[src/rtl/rtc_ctrl_reg.sv]
module rtc_ctrl_reg #(
  parameter int ADDR_W     = 4,
  parameter int TW         = 32,
  parameter int CMD_LAT    = 2,
  parameter int MISS_LIMIT = 1024,
  parameter int CTRL_ADDR  = 4,
  parameter int HOLD_BASE  = 0,
  parameter int ALARM_BASE = 8
) (
  input  logic              clk,
  input  logic              rst_n,
  input  logic [ADDR_W-1:0] reg_addr,
  input  logic              reg_wr,
  input  logic [7:0]        reg_wdata,
  output logic [7:0]        reg_rdata,
  input  logic              rtc_tick,
  output logic              alarm_pulse,
  output logic              osc_fail,
  output logic              osc_en
);
  localparam int NB = TW / 8;
  localparam int CW = $clog2(CMD_LAT + 1);
  localparam int MW = $clog2(MISS_LIMIT + 1);

  logic          osc_en_q, mdet_en_q, fail_q, run_q, alm_en_q, autorst_q, flag_q;
  logic [CW-1:0] set_cnt, cap_cnt;
  logic [TW-1:0] timer_q, hold_q, alarm_q;
  logic [MW-1:0] miss_cnt;

  wire ctrl_wr   = reg_wr && reg_addr == ADDR_W'(CTRL_ADDR);
  wire set_done  = set_cnt == CW'(1);
  wire cap_done  = cap_cnt == CW'(1);
  wire alarm_hit = rtc_tick && run_q && alm_en_q && timer_q == alarm_q;
  wire miss_fire = mdet_en_q && !rtc_tick && miss_cnt == MW'(MISS_LIMIT - 1);

  assign alarm_pulse = flag_q;
  assign osc_fail    = fail_q;
  assign osc_en      = osc_en_q;

  always_ff @(posedge clk) begin
    if (!rst_n) begin
      osc_en_q  <= 1'b0;
      mdet_en_q <= 1'b0;
      run_q     <= 1'b0;
      alm_en_q  <= 1'b0;
      autorst_q <= 1'b0;
    end else if (ctrl_wr) begin
      osc_en_q  <= reg_wdata[7];
      mdet_en_q <= reg_wdata[6];
      run_q     <= reg_wdata[4];
      alm_en_q  <= reg_wdata[3];
      autorst_q <= reg_wdata[2];
    end
  end

  always_ff @(posedge clk) begin
    if (!rst_n) begin
      set_cnt <= '0;
      cap_cnt <= '0;
    end else begin
      if (set_cnt != '0)                  set_cnt <= set_cnt - CW'(1);
      else if (ctrl_wr && reg_wdata[1])   set_cnt <= CW'(CMD_LAT);
      if (cap_cnt != '0)                  cap_cnt <= cap_cnt - CW'(1);
      else if (ctrl_wr && reg_wdata[0])   cap_cnt <= CW'(CMD_LAT);
    end
  end

  always_ff @(posedge clk) begin
    if (!rst_n)                  timer_q <= '0;
    else if (set_done)           timer_q <= hold_q;
    else if (rtc_tick && run_q)  timer_q <= (alarm_hit && autorst_q) ? '0 : timer_q + TW'(1);
  end

  always_ff @(posedge clk) begin
    if (!rst_n) begin
      hold_q  <= '0;
      alarm_q <= '0;
    end else begin
      for (int i = 0; i < NB; i++) begin
        if (cap_done)
          hold_q[i*8 +: 8] <= timer_q[i*8 +: 8];
        else if (reg_wr && reg_addr == ADDR_W'(HOLD_BASE + i))
          hold_q[i*8 +: 8] <= reg_wdata;
        if (reg_wr && reg_addr == ADDR_W'(ALARM_BASE + i))
          alarm_q[i*8 +: 8] <= reg_wdata;
      end
    end
  end

  always_ff @(posedge clk) begin
    if (!rst_n)        flag_q <= 1'b0;
    else if (ctrl_wr)  flag_q <= 1'b0;
    else if (rtc_tick) flag_q <= alarm_hit;
  end

  always_ff @(posedge clk) begin
    if (!rst_n) begin
      miss_cnt <= '0;
      fail_q   <= 1'b0;
    end else begin
      if (!mdet_en_q || rtc_tick)           miss_cnt <= '0;
      else if (miss_cnt != MW'(MISS_LIMIT)) miss_cnt <= miss_cnt + MW'(1);
      if (miss_fire)                        fail_q <= 1'b1;
      else if (ctrl_wr && !reg_wdata[5])    fail_q <= 1'b0;
    end
  end

  always_comb begin
    reg_rdata = 8'h00;
    if (reg_addr == ADDR_W'(CTRL_ADDR))
      reg_rdata = {osc_en_q, mdet_en_q, fail_q, run_q, alm_en_q, flag_q,
                   set_cnt != '0, cap_cnt != '0};
    for (int i = 0; i < NB; i++) begin
      if (reg_addr == ADDR_W'(HOLD_BASE + i))  reg_rdata = hold_q[i*8 +: 8];
      if (reg_addr == ADDR_W'(ALARM_BASE + i)) reg_rdata = alarm_q[i*8 +: 8];
    end
  end
endmodule


[config.mk]
export PLATFORM = sky130hd
export DESIGN_NAME = rtc_ctrl_reg
export DESIGN_NICKNAME = d
export VERILOG_FILES = /design/src/rtl/rtc_ctrl_reg.sv
export SDC_FILE = /design/constraint.sdc
export NUM_CORES = 1
export LEC_CHECK = 0
export BUFFER_PORTS_ARGS = -buffer_cell sky130_fd_sc_hd__buf_2
export CAP_MARGIN = 40
export CORE_ASPECT_RATIO = 1.75
export CORE_MARGIN = 4
export CORE_UTILIZATION = 35
export DETAILED_ROUTE_END_ITERATION = 8
export GPL_TIMING_DRIVEN = 0
export PLACE_DENSITY_LB_ADDON = 0.1
export SETUP_SLACK_MARGIN = 0.2
export SLEW_MARGIN = 5
export SYNTH_ARGS = -nofsm -noshare
export SYNTH_HDL_FRONTEND = slang
export SYNTH_SLANG_ARGS = --single-unit
export TNS_END_PERCENT = 10
[constraint.sdc]
create_clock -name clk -period 2.4 [get_ports clk]
set_input_delay 0 -clock clk [delete_from_list [all_inputs] [get_ports clk]]
set_output_delay 0 -clock clk [all_outputs]
set_load 0.03 [all_outputs]
After elaboration in Yosys (flattened, before gate mapping)
Cells that the tools add are included.

storage, ports and cells
  register bits after elaboration = 118
  output and inout port bits = 11

cells by class
  $add $sub $neg = 4
  equal/unequal tests = 13
  bitwise operators = 1
  reduce and logical (&&, ||, !) cells = 35
  muxes and demuxes = 26

operators with widths
  operator                                               number
  two-way mux 8 bit                                      17
  two-way mux 32 bit                                     3
  adder 32 x 1 -> 32 bit, second input constant          1
  equality test 32 bit                                   1
  nonzero test 2 bit                                     10
  logical AND 1 bit                                      18
  equality test 4 bit, second input constant             4
  adder 11 x 1 -> 11 bit, second input constant          1
  equality test 11 x 10 -> 1 bit, second input constant  1
  != test 11 bit, second input constant                  1
  equality test 4 x 2 -> 1 bit, second input constant    2
  two-way mux 2 bit                                      4
  equality test 2 x 1 -> 1 bit, second input constant    2
  equality test 4 x 1 -> 1 bit, second input constant    1
  equality test 4 x 3 -> 1 bit, second input constant    1
  logical NOT 4 bit                                      1
  OR reduction 2 bit                                     2
  subtractor 2 x 1 -> 2 bit, second input constant       2
  logical NOT 1 bit                                      3
  two-way mux 1 bit                                      2
  logical OR 1 bit                                       1
  NOT 1 bit                                              1

Depth between registers and ports, before layout
  depth in word-level cells = 10
  gate-level depth with buffers = 9
  gate-level depth less buffers = 7

Least setup slack after synthesis
OpenSTA, ideal clock, no wires.

  path type = reg-to-reg
  start = reg timer_q[1]
  end = reg timer_q[20]
  cell stages (with the launch flop) = 8
  arrival time = 2032 ps
  buffers on the path = 0
  library setup time = 70 ps
  path slack = 298 ps
  cell sequence = dfxtp_1 ha_1 and4_1 and3_1 nand3_1 or4_1 a211o_1 a21oi_1

on the way
  word-level cells in the longest chain between the ends = 6
  elaborated cells between the ends (all ways) = 7
  those cells by class = add/sub (1); eq/ne (1); mux (3); reduce/logical (2)

RTL lines
  what                                                                            line  text
  start, declared                                                                 27    logic [TW-1:0] timer_q, hold_q, alarm_q;
  start signal, assigned                                                          70    else if (set_done) timer_q <= hold_q;
  start signal, assigned                                                          71    else if (rtc_tick && run_q) timer_q <= (alarm_hit && autorst_q) ? '0 : timer_q + TW'(1);
  parallel branches: the longest is 3 deep, another holds adder 32 x 1 -> 32 bit  -
  two-way mux 32 bit * (2 in a row)                                               71
  two-way mux 32 bit *                                                            70

Mark *: on every way between the ends. The select of a mux whose other input is x is not followed.
A chain may end at the register's enable or synchronous reset.

Worst setup path in the final report
  start = reg timer_q[26]
  end = reg timer_q[12]

on the way
  word-level cells in the longest chain between the ends = 6

RTL lines
  what                             line  text
  equality test 32 bit             33    wire alarm_hit = rtc_tick && run_q && alm_en_q && timer_q == alarm_q;
  logical AND 1 bit                33
  logical AND 1 bit                71
  two-way mux 32 bit (2 in a row)  71
  two-way mux 32 bit               70

No other way between the ends. The select of a mux whose other input is x is not followed.

==> impl_metrics.toml <==
[synth]
ys.flop_type = "dfxtp_1"
synth.net_count = 884
synthCells = 859
synth_cell_types = 58
yosys_warnings = 0
synth_top_area_share_pct = 34.3
syn_avg_cell_area_sq_um = 8.02
ys_ff_latch = 118
syn-cell-area_sq_um = 6890
yosysSeqAreaShare_pct = 34.3
synth.area.top_cells = "dfxtp_1 (34%), mux2i_1 (8.4%), a21oi_1 (5.7%), nor2_1 (5.3%), xnor2_1 (5.1%)"
synth-edff-count = 0
synth_async_sr_flop_share_pct = 0
post-synth-top-area-cell = "dfxtp_1"

[floorplanning]
die_h_microns = 194
start_util_pct = 35.7
die_area_sq_um = 22100
num_io_pins = 27
rows = 67
core_area_sq_um = 19300
dieWidth_microns = 114

[worst_setup_path]
end_kind = "flop"
critPathKind = "reg -> reg"
critical_path_arrival_ps = 2760
max_stage_delay_ps = 460
crit_chain = "clkbuf_1 -> xnor2_1 -> nand3_1 -> nor3_1 -> nor4bb_4 -> buf_6 -> buf_4 -> buf_6 -> or4_1 -> a31oi_1"
crit_required_ps = 2760
cp-startpoint = "timer_q[26]"
reg2reg_to = "timer_q[12]"
critPathLaunchType = "flop"
crit_top_cell = "buf_6"
reg2reg_from = "timer_q[26]"
ff2ff_setup_slack_ps = -3
crit_fanout = 8
crit_slowest_cell = "or4_1"
cp-endpoint = "timer_q[12]"
ff2ff_path_depth = 10

[route]
wirelength_microns = 26900
routed.top_layer = "met4"
dr_wl_met3_microns = 966
wl_met2_microns = 13900
routedWlPerCell_microns = 23.1
drtPass1Iterations = 6
post_drt_via_cell_ratio = 5.61
met1_length_microns = 10500
drt_iter0_markers = 397
route.detailed.drc = 0
vias = 6530
postRouteAntennaNets = 0

[finish]
layout.nets = 936
stdcell_area_sq_um = 8160
diodes = 0
drive_above_1_share_pct = 13.8
layout_commonest_cell = "dfxtp_1"
area_growth_pct = 18.4
fillers = 2050
mostFrequentLayoutCells = "dfxtp_1 (110), nor2_1 (96), a21oi_1 (79)"

[clocking]
numCtsBuffers = 17
cts-root-buf = "clkbuf_16"
clk_pin_slew_ps = 60
cts_sinks = 118
cts.htree.levels = 4
tritoncts = "built"
clock_tree.buffer_depth = 2
insertion_delay_ps = 430

[hold_path]
hold_start = "rtc_tick"
worstHoldPathType = "in -> reg"

[global_routing]
grt_use_total_pct = 24.8
grt_overflow = 0
grt_pass1_wl_microns = 40900
first_global_vias = 6433
antenna_found_initial = 0
grt_max_degree = 17

[sta]
setup_violations = 1
fin_crit_sh_pct = 100
relSlewSlack_pct = 47.6
maxSlewViolCount = 0
clock_skew_ps = 7.11
period_minus_slack_ps = 2400
timing.hold.ws_ps = 90.6
worst_pin_slew_ps = 786
rsz0062_at_grt = "yes"
fmax_mhz = 416
final_hold_viol_count = 0
fin_ws_ps = -2.86

[pwr]
p_leak_nw = 3.14
total_power_w = 0.00570
p_per_area_nw_per_um2 = 698
ir_drop_v = 0.000609

[place]
place_congestion = 0.952
placement.cell_area_sq_um = 7300
port_buffers = 19
preCtsSetupSlack_ps = -272
dp_hpwl_microns = 20700

[run_status]
violations = "negative setup slack"
status = "finished, violations left"

[flow_run]
maxCapViolations = 0
-- per-layer routing --
| layer | vias up | global-route usage [%] |
|---|---|---|
| li1 | 3145 | - |
| met1 | 3123 | 28.4 |
| met2 | 188 | 43.1 |
| met3 | 74 | 3.59 |
| met4 | 0 | 14.0 |
| met5 | - | 0 |
-- repair_timing --
action | 4_1_cts | 5_1_grt
setup endpoints to repair | 32 | 38
cloned | 1 | 0
hold buffers | 4 | 0
setup buffers | 5 | 3
hold endpoints to repair | 8 | 0
gates resized for setup | 29 | 16
pin swaps | 4 | 4
-- worst min-delay path by stage --
| stage | slack, ps | cells after the start | endpoint |
|---|---|---|---|
| global placement | 340 | 3 | alarm_pulse |
| global route | 130 | 4 | miss_cnt[8] |
| floorplan | 140 | 2 | timer_q[12] |
| CTS | 80 | 4 | miss_cnt[8] |
| detailed placement | 340 | 3 | alarm_pulse |
| finish | 90 | 4 | miss_cnt[8] |
-- where the power goes --
part           leakage, nW  switching, W  internal, W  total [W]
combinational         1.90      0.000605     0.000382   0.000987
clock                0.286      0.000968      0.00160    0.00257
sequential           0.957     0.0000837      0.00205    0.00214
total                 3.14       0.00166      0.00404    0.00570
-- cells in the mapped netlist (8+ instances only) --
master and instances:
nor3_1 10, or3_1 11, o21ai_0 22, mux2_1 10, buf_2 12, xor2_1 8
or4_1 9, xnor2_1 40, clkbuf_1 46, and2_1 10, nor2_1 98, o21ai_1 10
nand3_1 45, dfxtp_1 118, nand4_1 16, ha_1 9, inv_1 15, a21oi_1 79
a22oi_1 18, mux2i_1 58, mux2_2 11, nand2_1 78, and3_1 26
-- flip-flops by register name, indices dropped and copies added (netlist names), 2 cells and up --
name	cells
timer_q	32
cap_cnt	2
miss_cnt	11
set_cnt	2
hold_q	32
alarm_q	32
-- through the flow --
stage | util (%) | instances | TNS [ps]
after global placement | 37.8 | 1119 | -6830
after CTS | 42.1 | 1161 | -166
after global routing | 42.3 | 1164 | -859
final | 42.3 | 1164 | -2.86
after floorplan | - | 859 | 0
after detailed placement | 37.9 | 1120 | -5630
-- cells by family after synthesis --
| group | share of synthesized area (%) |
|---|---|
| AOI/OAI and AO/OA | 16.2 |
| muxes | 11.9 |
| xor gates and xnor gates | 6.57 |
| buffers and inverters | 5.90 |
| adders and majority gates | 1.63 |
| and+or+nand+nor | 23.5 |
| DFF | 34.3 |
-- critical path: cells and delay by family (launching register included) --
kind	cells	cell delay [ps]
AND/OR/NAND/NOR	4	810
buffers and inverters	4	760
flip-flops	1	300
XOR/XNOR	1	270
AO/OA/AOI/OAI	1	160
-- layout make-up --
| class | instances | area (sq um) | area share [%] |
|---|---|---|---|
| inverters | 16 | 60.1 | 0.736 |
| repair buffers | 33 | 238 | 2.91 |
| well taps | 241 | 302 | 3.69 |
| clock buffers | 24 | 522 | 6.39 |
| multi-input cells | 652 | 4220 | 51.7 |
| clock inverters | 7 | 67.6 | 0.828 |
| plain buffers | 73 | 379 | 4.65 |
| flip-flops and latches | 118 | 2370 | 29.1 |
No activity file was read; power rests on OpenSTA's default activity.
